## src/rtl/rfsh_pkg.sv

```systemverilog
package rfsh_pkg;

    typedef enum logic [2:0] {
        ST_POWERUP,
        ST_IDLE,
        ST_REQ,
        ST_LEAD,
        ST_RASLOW,
        ST_PRECH,
        ST_RELEASE
    } rfsh_state_e;

endpackage

```

## src/rtl/rfsh_timer.sv

```systemverilog
// Power-up pause and periodic due-point generator.
module rfsh_timer #(
    parameter int PU_CYC  = 20000,
    parameter int IVL_CYC = 1560
) (
    input  logic clk,
    input  logic rst_n,
    input  logic run,
    output logic pu_done,
    output logic tick
);
    localparam int PU_W  = $clog2(PU_CYC + 1);
    localparam int IVL_W = $clog2(IVL_CYC + 1);
    localparam logic [PU_W-1:0]  PU_LAST  = PU_W'(PU_CYC - 1);
    localparam logic [IVL_W-1:0] IVL_LAST = IVL_W'(IVL_CYC - 1);

    logic [PU_W-1:0]  pu_cnt;
    logic [IVL_W-1:0] ivl_cnt;

    always_ff @(posedge clk or negedge rst_n) begin
        if (!rst_n) begin
            pu_cnt  <= '0;
            pu_done <= 1'b0;
        end else if (!pu_done) begin
            if (pu_cnt == PU_LAST) pu_done <= 1'b1;
            else                   pu_cnt  <= pu_cnt + 1'b1;
        end
    end

    always_ff @(posedge clk or negedge rst_n) begin
        if (!rst_n) begin
            ivl_cnt <= '0;
        end else if (run) begin
            if (ivl_cnt == IVL_LAST) ivl_cnt <= '0;
            else                     ivl_cnt <= ivl_cnt + 1'b1;
        end
    end

    assign tick = run && (ivl_cnt == IVL_LAST);

endmodule

```

## src/rtl/rfsh_debt.sv

```systemverilog
// Saturating count of refreshes that are due but not yet served.
module rfsh_debt #(
    parameter int OWE_MAX = 4,
    parameter int DEBT_W  = $clog2(OWE_MAX + 1)
) (
    input  logic              clk,
    input  logic              rst_n,
    input  logic              tick,
    input  logic              served,
    output logic [DEBT_W-1:0] debt,
    output logic              pending
);
    localparam logic [DEBT_W-1:0] CAP = DEBT_W'(OWE_MAX);

    logic              inc;
    logic [DEBT_W-1:0] debt_nx;

    always_comb begin
        inc     = tick && ((debt != CAP) || served);
        debt_nx = debt + DEBT_W'(inc) - DEBT_W'(served);
    end

    always_ff @(posedge clk or negedge rst_n) begin
        if (!rst_n) debt <= '0;
        else        debt <= debt_nx;
    end

    assign pending = (debt != '0);

endmodule

```

## src/rtl/rfsh_rowctr.sv

```systemverilog
// Row counter for row-strobe-only refresh; wraps at 2**ROW_W.
module rfsh_rowctr #(
    parameter int ROW_W = 10
) (
    input  logic             clk,
    input  logic             rst_n,
    input  logic             adv,
    output logic [ROW_W-1:0] row
);
    always_ff @(posedge clk or negedge rst_n) begin
        if (!rst_n)   row <= '0;
        else if (adv) row <= row + 1'b1;
    end
endmodule

```

## src/rtl/rfsh_sched.sv

```systemverilog
module rfsh_sched
    import rfsh_pkg::*;
#(
    parameter int PU_CYC   = 20000,
    parameter int IVL_CYC  = 1560,
    parameter int WARM_N   = 8,
    parameter int OWE_MAX  = 4,
    parameter int LEAD_CYC = 1,
    parameter int RASL_CYC = 6,
    parameter int PRE_CYC  = 4,
    parameter int ROW_W    = 10
) (
    input  logic             clk,
    input  logic             rst_n,
    input  logic             grant,
    input  logic             row_only,
    output logic             refresh_req,
    output logic             ras_n,
    output logic             cas_n,
    output logic [ROW_W-1:0] row_addr,
    output logic             init_done
);
    localparam int DEBT_W = $clog2(OWE_MAX + 1);
    localparam int WARM_W = $clog2(WARM_N + 1);
    localparam int PH_MAX = (LEAD_CYC > RASL_CYC) ?
                            ((LEAD_CYC > PRE_CYC) ? LEAD_CYC : PRE_CYC) :
                            ((RASL_CYC > PRE_CYC) ? RASL_CYC : PRE_CYC);
    localparam int PH_W   = $clog2(PH_MAX + 1);
    localparam logic [WARM_W-1:0] WARM_LAST = WARM_W'(WARM_N - 1);

    rfsh_state_e        state, state_nx;
    logic [PH_W-1:0]    ph_cnt;
    logic [WARM_W-1:0]  warm_cnt;
    logic               mode_q;
    logic               pu_done, tick, pending, served, row_adv;
    logic [DEBT_W-1:0]  debt;

    rfsh_timer #(.PU_CYC(PU_CYC), .IVL_CYC(IVL_CYC)) u_timer (
        .clk(clk), .rst_n(rst_n), .run(init_done),
        .pu_done(pu_done), .tick(tick)
    );

    rfsh_debt #(.OWE_MAX(OWE_MAX), .DEBT_W(DEBT_W)) u_debt (
        .clk(clk), .rst_n(rst_n), .tick(tick), .served(served),
        .debt(debt), .pending(pending)
    );

    rfsh_rowctr #(.ROW_W(ROW_W)) u_row (
        .clk(clk), .rst_n(rst_n), .adv(row_adv), .row(row_addr)
    );

    assign served  = (state == ST_RELEASE) && init_done;
    assign row_adv = (state == ST_RELEASE) && mode_q;

    function automatic logic [PH_W-1:0] ph_load(rfsh_state_e s);
        unique case (s)
            ST_LEAD:   return PH_W'(LEAD_CYC - 1);
            ST_RASLOW: return PH_W'(RASL_CYC - 1);
            ST_PRECH:  return PH_W'(PRE_CYC - 1);
            default:   return '0;
        endcase
    endfunction

    // next-state decision
    always_comb begin
        state_nx = state;
        unique case (state)
            ST_POWERUP: if (pu_done) state_nx = ST_IDLE;
            ST_IDLE:    if (!init_done || pending) state_nx = ST_REQ;
            ST_REQ:     if (grant) state_nx = row_only ? ST_RASLOW : ST_LEAD;
            ST_LEAD:    if (ph_cnt == '0) state_nx = ST_RASLOW;
            ST_RASLOW:  if (ph_cnt == '0) state_nx = ST_PRECH;
            ST_PRECH:   if (ph_cnt == '0) state_nx = ST_RELEASE;
            ST_RELEASE: state_nx = ST_IDLE;
            default:    state_nx = ST_IDLE;
        endcase
    end

    // state register and per-cycle bookkeeping
    always_ff @(posedge clk or negedge rst_n) begin
        if (!rst_n) begin
            state     <= ST_POWERUP;
            ph_cnt    <= '0;
            warm_cnt  <= '0;
            mode_q    <= 1'b0;
            init_done <= 1'b0;
        end else begin
            state <= state_nx;
            if (state_nx != state)  ph_cnt <= ph_load(state_nx);
            else if (ph_cnt != '0)  ph_cnt <= ph_cnt - 1'b1;
            if (state == ST_REQ && grant) mode_q <= row_only;
            if (state == ST_RELEASE && !init_done) begin
                warm_cnt <= warm_cnt + 1'b1;
                if (warm_cnt == WARM_LAST) init_done <= 1'b1;
            end
        end
    end

    // Moore outputs
    always_comb begin
        refresh_req = 1'b0;
        ras_n       = 1'b1;
        cas_n       = 1'b1;
        unique case (state)
            ST_POWERUP, ST_IDLE: ;
            ST_REQ:     refresh_req = 1'b1;
            ST_LEAD:    begin refresh_req = 1'b1; cas_n = 1'b0; end
            ST_RASLOW:  begin refresh_req = 1'b1; ras_n = 1'b0; cas_n = mode_q; end
            ST_PRECH:   refresh_req = 1'b1;
            ST_RELEASE: refresh_req = 1'b1;
            default: ;
        endcase
    end

endmodule

```

## config.mk

```make
export PLATFORM = sky130hd
export DESIGN_NAME = rfsh_sched
export DESIGN_NICKNAME = d
export VERILOG_FILES = /design/src/rtl/rfsh_pkg.sv /design/src/rtl/rfsh_timer.sv /design/src/rtl/rfsh_debt.sv /design/src/rtl/rfsh_rowctr.sv /design/src/rtl/rfsh_sched.sv
export SDC_FILE = /design/constraint.sdc
export NUM_CORES = 1
export LEC_CHECK = 0
export ABC_AREA = 1
export BUFFER_PORTS_ARGS = -buffer_cell sky130_fd_sc_hd__buf_2
export CORE_UTILIZATION = 40
export CTS_BUF_LIST = sky130_fd_sc_hd__clkbuf_8
export DETAILED_ROUTE_END_ITERATION = 12
export MAX_ROUTING_LAYER = met4
export PLACE_DENSITY = 0.6
export SLEW_MARGIN = 20
export SYNTH_ARGS = -nofsm -noshare
export SYNTH_HDL_FRONTEND = slang
export SYNTH_SLANG_ARGS = --single-unit
```

## constraint.sdc

```tcl
create_clock -name clk -period 2.5 [get_ports clk]
set_input_delay 0.5 -clock clk [delete_from_list [all_inputs] [get_ports clk]]
set_output_delay 0.5 -clock clk [all_outputs]
set_load 0.01 [all_outputs]
```

# --- Word-level counts from Yosys, hierarchy flattened ---
# Cells that the tools add are included.
# W data, S select, Z words.
word_totals:
  wordCells: 66
  register_bits: 52
  out_inout_bits: 14
  input_bits: 4
classes:
  muxes: 17
  addsub: 7
  bitwise: 2
  n_reduce_logical: 17
  eq_ne: 13
ops:
  columns: ["cell", "count"]
  rows:
  - ["$mux W3", 9]
  - ["$pmux W3 S6", 1]
  - ["$add A15 B1 Y15 const B", 1]
  - ["$eq A15 B15 Y1 const B", 1]
  - ["$eq A3 B3 Y1 const B", 5]
  - ["$add A11 B1 Y11 const B", 1]
  - ["$eq A11 B11 Y1 const B", 1]
  - ["$mux W11", 1]
  - ["$add A10 B1 Y10 const B", 1]
  - ["$eq A3 B2 Y1 const B", 2]
  - ["$logic_and A1 B1 Y1", 6]
  - ["$logic_not A3 Y1", 2]
  - ["$pmux W3 S2", 1]
  - ["$reduce_bool A3 Y1", 2]
  - ["$reduce_or A5 Y1", 1]
  - ["$add A4 B1 Y4 const B", 1]
  - ["$eq A4 B3 Y1 const B", 1]
  - ["$mux W1", 4]
  - ["$reduce_and A2 Y1", 2]
  - ["$add A3 B1 Y3", 1]
  - ["$eq A3 B1 Y1 const B", 1]
  - ["$ne A3 B3 Y1", 1]
  - ["$ne A3 B3 Y1 const B", 1]
  - ["$sub A3 B1 Y3", 1]
  - ["other kinds (6)", 8]

# --- Depth between registers and ports, before layout ---
# Gate-level depths: netlist (run 1).
logic_depth:
  ltp_word: 7
  ltp_mapped: 14
  ltp_nobuf: 13

# --- Cells and area by module ---
# A second synthesis (run 1) with hierarchy kept.
hier_totals:
  cells_unflattened: 407
  area_unflattened_um2: 3001.6
by_module_without_submodules:
  columns: ["mod", "area_each_um2", "cells_per_inst", "instances", "seq_area_each_um2"]
  rows:
  - ["rfsh_timer", 1586.5, 227, 1, 675.6]
  - ["rfsh_sched", 735.7, 101, 1, 300.3]
  - ["rfsh_rowctr", 494.2, 56, 1, 250.2]
  - ["rfsh_debt", 185.2, 23, 1, 75.1]

# --- Worst setup path before layout (run 1) ---
# OpenSTA, ideal clock, no wires.
synth_timing:
  kind: "reg2reg"
  from: "reg u_timer.ivl_cnt[0]"
  to: "reg u_debt.debt[2]"
  synth_period_minus_slack_ns: 1.981
  setup_time_ns: 0.129
  t_arrival_ns: 1.852
  required_time_ns: 2.371
  path_buffers: 0
  stages_incl_launch_ff: 12
  path_slack_ns: 0.519
  cell_sequence: "dfrtp_1 > ha_1 > nand2_1 > nor3_1 > nand4_1 > nor2_1 > inv_1 > a31oi_1 > ha_1 > fa_1 > xnor2_1 > xor2_1"
synth_between:
  elab_chain_len: 5
synth_lines:
  columns: ["element", "line_no", "source"]
  rows:
  - ["start: declaration", "rfsh_timer.sv:18", "logic [IVL_W-1:0] ivl_cnt;"]
  - ["start signal: assignment", "rfsh_timer.sv:35", "else ivl_cnt <= ivl_cnt + 1'b1;"]
  - ["$eq A11 B11 Y1", "rfsh_timer.sv:39", "assign tick = run && (ivl_cnt == IVL_LAST);"]
  - ["$logic_and A1 B1 Y1", "rfsh_timer.sv:39", null]
  - ["$logic_and A1 B1 Y1", "rfsh_debt.sv:19", "inc = tick && ((debt != CAP) || served);"]
  - ["$add A3 B1 Y3", "rfsh_debt.sv:20", "debt_nx = debt + DEBT_W'(inc) - DEBT_W'(served);"]
  - ["$sub A3 B1 Y3", "rfsh_debt.sv:20", null]
  - ["via u_debt.debt_nx[2]", "rfsh_debt.sv:16", "logic [DEBT_W-1:0] debt_nx;"]
  - ["end signal: assignment", "rfsh_debt.sv:25", "else debt <= debt_nx;"]
  - ["end: declaration", "rfsh_debt.sv:10", "output logic [DEBT_W-1:0] debt,"]
# The timed path passes the listed nets, and every way through them passes these cells.
# A chain may end at the register's enable or synchronous reset.

# --- Worst setup path in the final report (run 1) ---
# Ends and elaborated chain as after synthesis.

==> results of run 1 <==
-- critical path, stage by stage, from the launching register on --
cell and delay (ps):
dfrtp_1 400, ha_1 210, nand2_1 60, nor3_1 140, nand4_1 160, nor2_1 210
inv_1 100, a31oi_1 150, ha_1 190, fa_1 190, xnor2_1 130, xor2_1 150
-- logic make-up (layout without fill, tap and decap cells) --
group	count (synthesis)	count (layout)	synth area share, %
compound gates	21	21	4.32
mux	1	1	0.389
buf+inv	56	76	7.90
simple gates	172	172	29.6
flops	52	52	44.9
xor+xnor	29	29	8.76
fa+ha+maj	9	9	4.15
-- stage by stage --
step	cells	util, %	cell area, um2	worst slack [ps]
after global routing	456	45.9	3170	76.6
final	456	45.9	3170	341
after global placement	448	44.6	3080	417
after detailed placement	448	44.6	3080	312
after floorplan	340	-	2900	519
after CTS	456	45.9	3170	304
-- area by class of cell --
class / instances / area [um2]
clock buffers: 5 / 68.8
clock inverters: 3 / 21.3
fillers: 718 / 3730
inverters: 50 / 189
multi-input cells: 232 / 1370
flip-flops and latches: 52 / 1300
well taps: 96 / 120
repair buffers: 18 / 105
-- report_power, final --
part | switching [mW] | internal [mW]
sequential | 0.109 | 0.936
combinational | 0.387 | 0.246
clock | 0.294 | 0.199
-- routing by layer --
| metal | vias to the layer above | part of all wire [%] | wire length, um | global-route usage [%] |
|---|---|---|---|---|
| li1 | 1108 | - | - | - |
| met1 | 998 | 50 | 2620 | 20.4 |
| met2 | 25 | 46 | 2390 | 26.8 |
| met3 | 7 | 2.5 | 130 | 3.13 |
| met4 | 0 | 1.6 | 85 | 5.81 |
| met5 | - | 0 | 0 | - |
-- registers in the layout, summed over array words and instances (netlist names) --
| name | cells |
|---|---|
| u_row.row | 10 |
| init_done | 1 |
| u_timer.ivl_cnt | 11 |
| state | 3 |
| warm_cnt | 4 |
| mode_q | 1 |
| u_timer.pu_cnt | 15 |
| u_debt.debt | 3 |
| ph_cnt | 3 |
| u_timer.pu_done | 1 |
-- Yosys cell counts (4+ instances only) --
cell type	number	area, um2
nor2_4	4	45.0
nor2_1	36	135
nand2_2	8	50.1
o21ai_1	5	25.0
xor2_1	19	166
inv_2	6	22.5
xnor2_1	10	87.6
dfrtp_1	52	1300
a21oi_1	8	40.0
nor3_1	8	40.0
inv_1	41	154
nand3_2	6	60.1
buf_4	4	30.0
nand4_1	6	37.5
nand2_1	72	270
ha_1	8	100
nand3_1	19	95.1
-- layout by cell type (no fill, tap or decap), types with 6 or more instances in the layout --
cell type | synthesis | layout
xor2_1 | 19 | 19
nor3_1 | 8 | 8
dfrtp_1 | 52 | 52
inv_1 | 41 | 41
inv_2 | 6 | 6
a21oi_1 | 8 | 8
nand3_2 | 6 | 6
xnor2_1 | 10 | 10
buf_2 | 2 | 17
nand4_1 | 6 | 6
nand2_2 | 8 | 8
nand3_1 | 19 | 19
ha_1 | 8 | 8
nand2_1 | 72 | 72
nor2_1 | 36 | 36
-- worst paths after layout --
| check | startpoint | to | slack (ps) |
|---|---|---|---|
| min in group clk | ph_cnt[1] | ph_cnt[1] | 500 |
| min reg2reg | ph_cnt[1] | ph_cnt[1] | 500 |
| max in group asynchronous | rst_n | u_timer.pu_cnt[6] | 1760 |
| max reg2reg | u_timer.ivl_cnt[0] | u_debt.debt[2] | 340 |
| max | u_timer.ivl_cnt[0] | u_debt.debt[2] | 340 |
| min | rst_n | u_timer.ivl_cnt[5] | 180 |
==> out/qor.csv, run 1 <==
stage;metric;value;unit
outcome;outcome;completed;
yosys;avgSynthCellArea;8.52;um2
worst_hold_path;hp-class;input pin to asynchronous set/reset pin;
cts;cts.path.max_buffers;2;
floorplanning;chipHeight;87.1;um
route;vias_per_cell;4.69;
grt;grt_usage;16.4;%
yosys;ys_seq_elements;52;
finish;fin_nets;372;
grt;gr-total-overflow;0;
power_and_ir_drop;ir_worst_vdd;0.511;mV
route;drc;0;
cts;hold_buffers;0;
timing;finalCritPeriodShare;86.4;%
timing;hold_viol_final;0;
timing;setup_tns;0;ps
power_and_ir_drop;leakage;1.54;nW
floorplanning;die_w;87.1;um
cts;cts_resized;0;
timing;setup-violations-final;0;
cts;clkSinkCount;52;
critical_path;cp_max_fo;4;
yosys;yosysSeqAreaShare;44.9;%
cts;htree_levels;2;
cts;cts.clk_slew.worst_paths;100;ps
timing;fin_skew;10.5;ps
placement;io_buffers;17;
yosys;synthArstFlopShare;100;%
cts;insertion_delay;310;ps
placement;gp_congestion;0.881;
floorplanning;pin_count;18;
critical_path;start_kind;register;
cts;postCtsSetupRepairBufs;0;
route;route.antenna.remaining_nets;0;
timing;fmax;463;MHz
cts;cts_buffers;5;
yosys;synth_area;2900;um2
timing;hold_ws;184;ps
critical_path;cp.arrival;2400;ps
yosys;syn_inst;340;
cts;cts_tree;built;
timing;maxSlewViolCount;0;
route;wirelength;5230;um
route;drt_first_pass_iters;4;
critical_path;critPathKind;register to register;
yosys;syn_nets;353;
route;wire_per_inst;11.5;um
grt;grt_pass1_wl;9390;um
floorplanning;fp.dieArea;7590;um2
route;drt_iter0_markers;51;
critical_path;reg2reg_depth;11;
timing;rsz0062_at_grt;no;
route;vias;2138;
yosys;ys_warn_count;0;
finish;drive_gt1_share;16.7;%
critical_path;required;2740;ps
yosys;yosysUniqueCellTypes;36;
power_and_ir_drop;p_per_area;684;nW/um2
finish;syn_to_final_growth;9.50;%
grt;grt_start_max_net_pins;28;
timing;worstMarginPinSlew;599;ps
timing;fin_crit;2160;ps
timing;relSlewSlack;60.1;%
cts;cts-root-buf;clkbuf_8;
power_and_ir_drop;power.total;2.17;mW
critical_path;end_kind;register;
finish;diodes;0;
floorplanning;rows;30;
yosys;ys.flop_type;dfrtp_1;
yosys;synth_edf_count;0;
grt;antenna_found_initial;0;
floorplanning;core-area;6910;um2
job;cap_violations;0;
placement;hpwl;3980;um
floorplanning;start_util;42.0;%
grt;grt_pass1_vias;2137;
No activity file was read; power rests on OpenSTA's default activity.
==> run 2: changes to the inputs <==
Settings changed: CELL_PAD_IN_SITES_DETAIL_PLACEMENT set to 1, CELL_PAD_IN_SITES_GLOBAL_PLACEMENT set to 1, PLACE_DENSITY 0.6 to 0.74.
==> run 2 against run 1 <==
  * Global-route usage is 1.8 points higher
  * Worst hold slack better by 100 ps
  * Sequential share of layout area rose by 0.081 points
  * Die area did not move
  * Wire length increased by 13%
  * Clock power is 6.1% higher
  * Sequential cell count unchanged
  * Count of clock-buffer cells in the layout did not move
  * Combinational power increased by 0.8%
  * Power is 1.9% higher
  * Fmax decreased by 2.3%
  * Critical path type unchanged
  * Largest power group unchanged
==> out/qor.csv, run 2 (same netlist as run 1, synthesis figures left out) <==
stage;metric;value;unit;change
outcome;outcome;completed;;
critical_path;cp_max_fo;5;;+1
finish;final_cell_count_no_fill;456;;unchanged
route;vias;2158;;+0.94%
finish;syn_to_final_growth;9.28;%;
floorplanning;fp.dieArea;7590;um2;unchanged
timing;fin_skew;5.90;ps;-4.63 ps
power_and_ir_drop;p_per_area;698;nW/um2;+2.1%
grt;grt_pass1_vias;2236;;+4.6%
finish;drive_gt1_share;16.7;%;unchanged
finish;largest_register_ffs;15;;unchanged
floorplanning;rows;30;;unchanged
critical_path;critPathKind;register to register;;
floorplanning;start_util;42.0;%;unchanged
floorplanning;die_w;87.1;um;unchanged
route;route.antenna.remaining_nets;0;;unchanged
floorplanning;pin_count;18;;unchanged
cts;htree_levels;2;;unchanged
cts;clkSinkCount;52;;unchanged
critical_path;cp.arrival;2410;ps;about the same
timing;finalCritPeriodShare;88.4;%;+2.1 points
finish;largestRegisters;u_timer.pu_cnt: 15 flops, u_timer.ivl_cnt: 11 flops, u_row.row: 10 flops;;
critical_path;end_kind;register;;
route;drt_first_pass_iters;4;;unchanged
power_and_ir_drop;ir_worst_vdd;0.393;mV;-23%
timing;relSlewSlack;56.2;%;-3.9 points
finish;fin_nets;372;;unchanged
grt;gr-total-overflow;0;;unchanged
grt;antenna_found_initial;0;;unchanged
cts;cts-root-buf;clkbuf_8;;
timing;fin_crit;2210;ps;+51.3 ps
finish;top_register;u_timer.pu_cnt;;
placement;io_buffers;17;;unchanged
cts;cts_buffers;5;;unchanged
timing;setup-violations-final;0;;unchanged
cts;insertion_delay;320;ps;about the same
route;wirelength;5930;um;+13%
worst_hold_path;hp-class;input pin to asynchronous set/reset pin;;
floorplanning;chipHeight;87.1;um;unchanged
grt;grt_pass1_wl;10400;um;+11%
cts;cts.path.max_buffers;2;;unchanged
cts;cts.clk_slew.worst_paths;100;ps;about the same
timing;setup_tns;0;ps;unchanged
grt;grt_start_max_net_pins;53;;+89%
job;cap_violations;0;;unchanged
placement;place_inst;448;;unchanged
cts;hold_buffers;0;;unchanged
power_and_ir_drop;leakage;1.54;nW;-0.19%
finish;final_cell_mix;72 x nand2_1, 52 x dfrtp_1, 41 x inv_1;;
route;drc;0;;unchanged
timing;rsz0062_at_grt;no;;
route;wire_per_inst;13.0;um;+13%
grt;grt_usage;18.3;%;+1.8 points
critical_path;start_kind;register;;
cts;cts_tree;built;;
floorplanning;core-area;6910;um2;unchanged
timing;fmax;452;MHz;-2.3%
timing;maxSlewViolCount;0;;unchanged
placement;gp_congestion;0.851;;-3.4%
placement;hpwl;4550;um;+14%
finish;diodes;0;;unchanged
timing;hold_viol_final;0;;unchanged
cts;postCtsSetupRepairBufs;0;;unchanged
timing;worstMarginPinSlew;657;ps;+58.2 ps
route;drt_iter0_markers;66;;+29%
finish;final_common_cell;nand2_1;;
cts;cts_resized;0;;unchanged
critical_path;required;2700;ps;-40 ps
route;vias_per_cell;4.73;;+0.94%
[run 2: changes by cell type in the layout (fill, tap and decap cells not counted)]
cell      delta
buf_4        +1
buf_12       -1
clkinv_4     +1
inv_6        -1
inv_8        +1
clkinv_2     -1
[run 2: critical path, cell delays in order (launching register included)]
cell	delay, ps
dfrtp_1	460
nor4_1	340
nand4_1	210
nor2_1	230
inv_1	100
a31oi_1	160
ha_1	180
fa_1	420
[run 2: final timing paths]
path | cells past startpoint | slack (ps) | start | endpoint
min in group clk | 2 | 500 | ph_cnt[2] | ph_cnt[2]
hold / removal | 2 | 290 | rst_n | u_timer.ivl_cnt[6]
setup / recovery | 7 | 290 | u_timer.ivl_cnt[6] | u_debt.debt[1]
setup reg to reg | 7 | 290 | u_timer.ivl_cnt[6] | u_debt.debt[1]
hold reg to reg | 2 | 500 | ph_cnt[2] | ph_cnt[2]
max in group asynchronous | 2 | 1780 | rst_n | u_row.row[8]
[run 2: power by group]
| part | switching [mW] | internal (mW) | leakage (nW) | total (mW) |
|---|---|---|---|---|
| sequential | 0.115 | 0.936 | 0.699 | 1.05 |
| combinational | 0.392 | 0.246 | 0.795 | 0.638 |
| clock | 0.317 | 0.206 | 0.0463 | 0.523 |
| total | 0.824 | 1.39 | 1.54 | 2.21 |
[run 2: layout make-up]
class                           instances  area, um2
Sequential cell                        52       1300
Clock inverter                          3       27.5
Fill cell                             874       3740
Multi-Input combinational cell        232       1370
Tap cell                               96        120
Timing Repair Buffer                   18       92.6
Inverter                               50        189
Clock buffer                            5       68.8
[run 2: per-layer routing]
metal | global-route usage (%) | part of all wire (%)
met2 | 29.8 | 49
met3 | 3.13 | 1.7
met4 | 5.81 | 1.4
met1 | 23.2 | 48
met5 | - | 0
[run 2: per-stage QoR]
| step | setup WS [ps] | cell area, um2 | util [%] | hold slack (ps) | power, mW |
|---|---|---|---|---|---|
| after detailed placement | 263 | 3070 | 44.5 | 477 | 1.73 |
| final | 290 | 3170 | 45.9 | 288 | 2.21 |
| after CTS | 249 | 3170 | 45.9 | 317 | 2.26 |
| after global routing | 24.1 | 3170 | 45.9 | 346 | 2.40 |
| after floorplan | 519 | 2900 | - | 204 | 1.55 |
| after global placement | 384 | 3070 | 44.5 | 467 | 1.69 |
==> run 3: changes to the inputs <==
Settings changed: ABC_AREA 1 to 0, PLACE_DENSITY 0.74 to 0.72.
==> run 3 against run 2 <==
  * Die area fell by 8.9%
  * Core utilization about the same
  * Sequential power rose by 9%
  * Power is 11% higher
  * Non-clock buffer count rose by 4
  * Clock power fell by 3%
  * Clock skew grew 7.0 ps
  * Sequential share of layout area rose by 3.6 points
  * Register-to-register slack about the same
  * Combinational power grew 28%
  * Final area fell by 8.1%
  * Count of clock-buffer cells in the layout did not move
==> out/qor.csv, run 3 <==
stage;metric;value;unit;change
outcome;outcome;completed;;
critical_path;reg2reg_depth;9;;+2
critical_path;reg2reg_from;state[1];;
power_and_ir_drop;p_per_area;847;nW/um2;+21%
grt;grt_usage;16.5;%;-1.8 points
timing;finalCritPeriodShare;88.0;%;-0.45 points
yosys;synth_most_common_cell;dfrtp_1;;
finish;top_register;u_timer.pu_cnt;;
job;cap_violations;0;;unchanged
yosys;yosysSeqAreaShare;49.4;%;+4.5 points
yosys;syn_inst;241;;-29%
finish;diodes;0;;unchanged
floorplanning;fp.dieArea;6920;um2;-8.9%
grt;gr-total-overflow;0;;unchanged
cts;cts-root-buf;clkbuf_8;;
critical_path;cp.arrival;2430;ps;+20 ps
cts;cts.clk_slew.worst_paths;110;ps;about the same
cts;cts_resized;0;;unchanged
finish;fin_nets;277;;-26%
grt;grt_start_max_net_pins;53;;unchanged
route;drt_first_pass_iters;4;;unchanged
cts;cts.path.max_buffers;2;;unchanged
timing;setup_tns;0;ps;unchanged
yosys;synthArstFlopShare;100;%;unchanged
yosys;ys_warn_count;0;;unchanged
cts;cts_buffers;5;;unchanged
critical_path;start_kind;register;;
yosys;synth_edf_count;0;;unchanged
critical_path;cp_max_fo;10;;+5
route;vias;1765;;-18%
cts;cts_tree;built;;
yosys;synth.area.top_cells;dfrtp_1 49%, xnor2_1 8.6%, nand2_1 4.0%, ha_1 3.8%, xor2_1 3.3%;;
floorplanning;chipHeight;83.2;um;-4.5%
critical_path;end_kind;register;;
timing;hold_viol_final;0;;unchanged
cts;hold_buffers;0;;unchanged
route;vias_per_cell;5.16;;+9.1%
power_and_ir_drop;leakage;1.38;nW;-11%
floorplanning;die_w;83.2;um;-4.5%
finish;drive_gt1_share;18.9;%;+2.2 points
route;wire_per_inst;14.5;um;+11%
yosys;yosysUniqueCellTypes;56;;+56%
timing;hold_ws;296;ps;+8.34 ps
placement;hpwl;3510;um;-23%
timing;worstMarginPinSlew;667;ps;+10.4 ps
yosys;ys.flop_type;dfrtp_1;;
route;drt_iter0_markers;37;;-44%
finish;final_cell_mix;52 x dfrtp_1, 28 x nand2_1, 26 x xnor2_1;;
critical_path;path_cells;and2b_1 > nand2_1 > nor2_1 > ha_1 > inv_1 > ha_1 > fa_1 > xnor2_1 > xnor2_1;;
yosys;syn_nets;254;;-28%
finish;syn_to_final_growth;10.5;%;
grt;grt_pass1_wl;9100;um;-13%
critical_path;critPathKind;register to register;;
yosys;avgSynthCellArea;10.9;um2;+28%
yosys;synth_area;2640;um2;-9.1%
yosys;synth_commonest_cells;52 x dfrtp_1, 28 x nand2_1, 26 x xnor2_1;;
floorplanning;core-area;6350;um2;-8.1%
floorplanning;pin_count;18;;unchanged
critical_path;required;2730;ps;+30 ps
power_and_ir_drop;ir_worst_vdd;0.576;mV;+47%
timing;relSlewSlack;55.5;%;-0.69 points
finish;final_common_cell;dfrtp_1;;
finish;largestRegisters;u_timer.pu_cnt: 15 flops, u_timer.ivl_cnt: 11 flops, u_row.row: 10 flops;;
timing;setup-violations-final;0;;unchanged
grt;grt_pass1_vias;1911;;-15%
critical_path;slowest_stage;dfrtp_1;;
worst_hold_path;hp-class;input pin to asynchronous set/reset pin;;
route;route.antenna.remaining_nets;0;;unchanged
critical_path;cpPeakStageDelay;500;ps;+40 ps
finish;largest_register_ffs;15;;unchanged
timing;fmax;455;MHz;+0.51%
yosys;yosysTopAreaCell;dfrtp_1;;
timing;fin_crit;2200;ps;-11.3 ps
timing;rsz0062_at_grt;no;;
grt;antenna_found_initial;0;;unchanged
placement;io_buffers;17;;unchanged
cts;htree_levels;2;;unchanged
yosys;synth_top_area_share;49.4;%;+4.5 points
route;wirelength;4940;um;-17%
cts;postCtsSetupRepairBufs;0;;unchanged
timing;maxSlewViolCount;0;;unchanged
critical_path;crit_start;state[1];;
cts;clkSinkCount;52;;unchanged
floorplanning;rows;29;;-3.3%
route;drc;0;;unchanged
yosys;ys_seq_elements;52;;unchanged
placement;gp_congestion;0.726;;-15%
cts;insertion_delay;320;ps;about the same
timing;fin_skew;12.9;ps;+6.97 ps
critical_path;r2r_setup_slack;300;ps;about the same
floorplanning;start_util;41.5;%;-0.46 points
run 3: final cells by class:
| type | instances | area (um2) |
|---|---|---|
| clock buffer | 5 | 68.8 |
| inverter | 11 | 41.3 |
| clock inverter | 3 | 26.3 |
| tap | 77 | 96.3 |
| fill | 715 | 3440 |
| timing repair buffer | 22 | 123 |
| sequential | 52 | 1300 |
| multi-input combinational | 172 | 1250 |
run 3: worst paths after layout:
| check | to |
|---|---|
| max | u_debt.debt[2] |
| min | warm_cnt[0] |
| max reg2reg | u_debt.debt[2] |
| min reg2reg | u_timer.pu_cnt[11] |
| max in group asynchronous | mode_q |
| min in group clk | u_timer.pu_cnt[11] |
run 3: worst max-delay path, delay by kind of cell, from the launching register on:
family / cells / cell delay (ps)
XOR/XNOR: 2 / 330
AND/OR/NAND/NOR: 3 / 440
flip-flops: 1 / 500
buffers and inverters: 1 / 40
adder cells (fa/ha/maj): 3 / 830
run 3: per-layer routing:
metal  vias up  wire length (um)  GRT usage (%)  share of wire [%]
li1        873                 -              -                  -
met1       872              2340           21.3                 47
met2        15              2430           26.5                 49
met3         5               122           3.58                2.5
met4         0                55           4.23                1.1
met5         -                 0              -                  0
run 3: power breakdown:
part	total [mW]	switching (mW)	internal, mW
sequential	1.14	0.151	0.987
clock	0.509	0.304	0.205
combinational	0.818	0.427	0.391
run 3: through the flow:
step	worst slack (ps)	instance area, um2	util [%]	instances	total power [mW]
global placement	412	2820	44.4	334	1.94
CTS	293	2910	45.9	342	2.50
detailed placement	324	2820	44.4	334	1.98
global route	143	2910	45.9	342	2.66
floorplan	469	2640	-	241	1.76
finish	301	2910	45.9	342	2.47
run 3: cell families (layout without fill, tap and decap cells):
group,Yosys count,count (layout),share of synthesized area [%]
AO/OA/AOI/OAI,28,28,8.07
XOR/XNOR,36,36,12.0
adder cells (fa/ha/maj),9,9,4.56
buffers and inverters,17,41,2.99
flip-flops,52,52,49.4
multiplexers,5,5,2.04
AND/OR/NAND/NOR,94,94,21.0
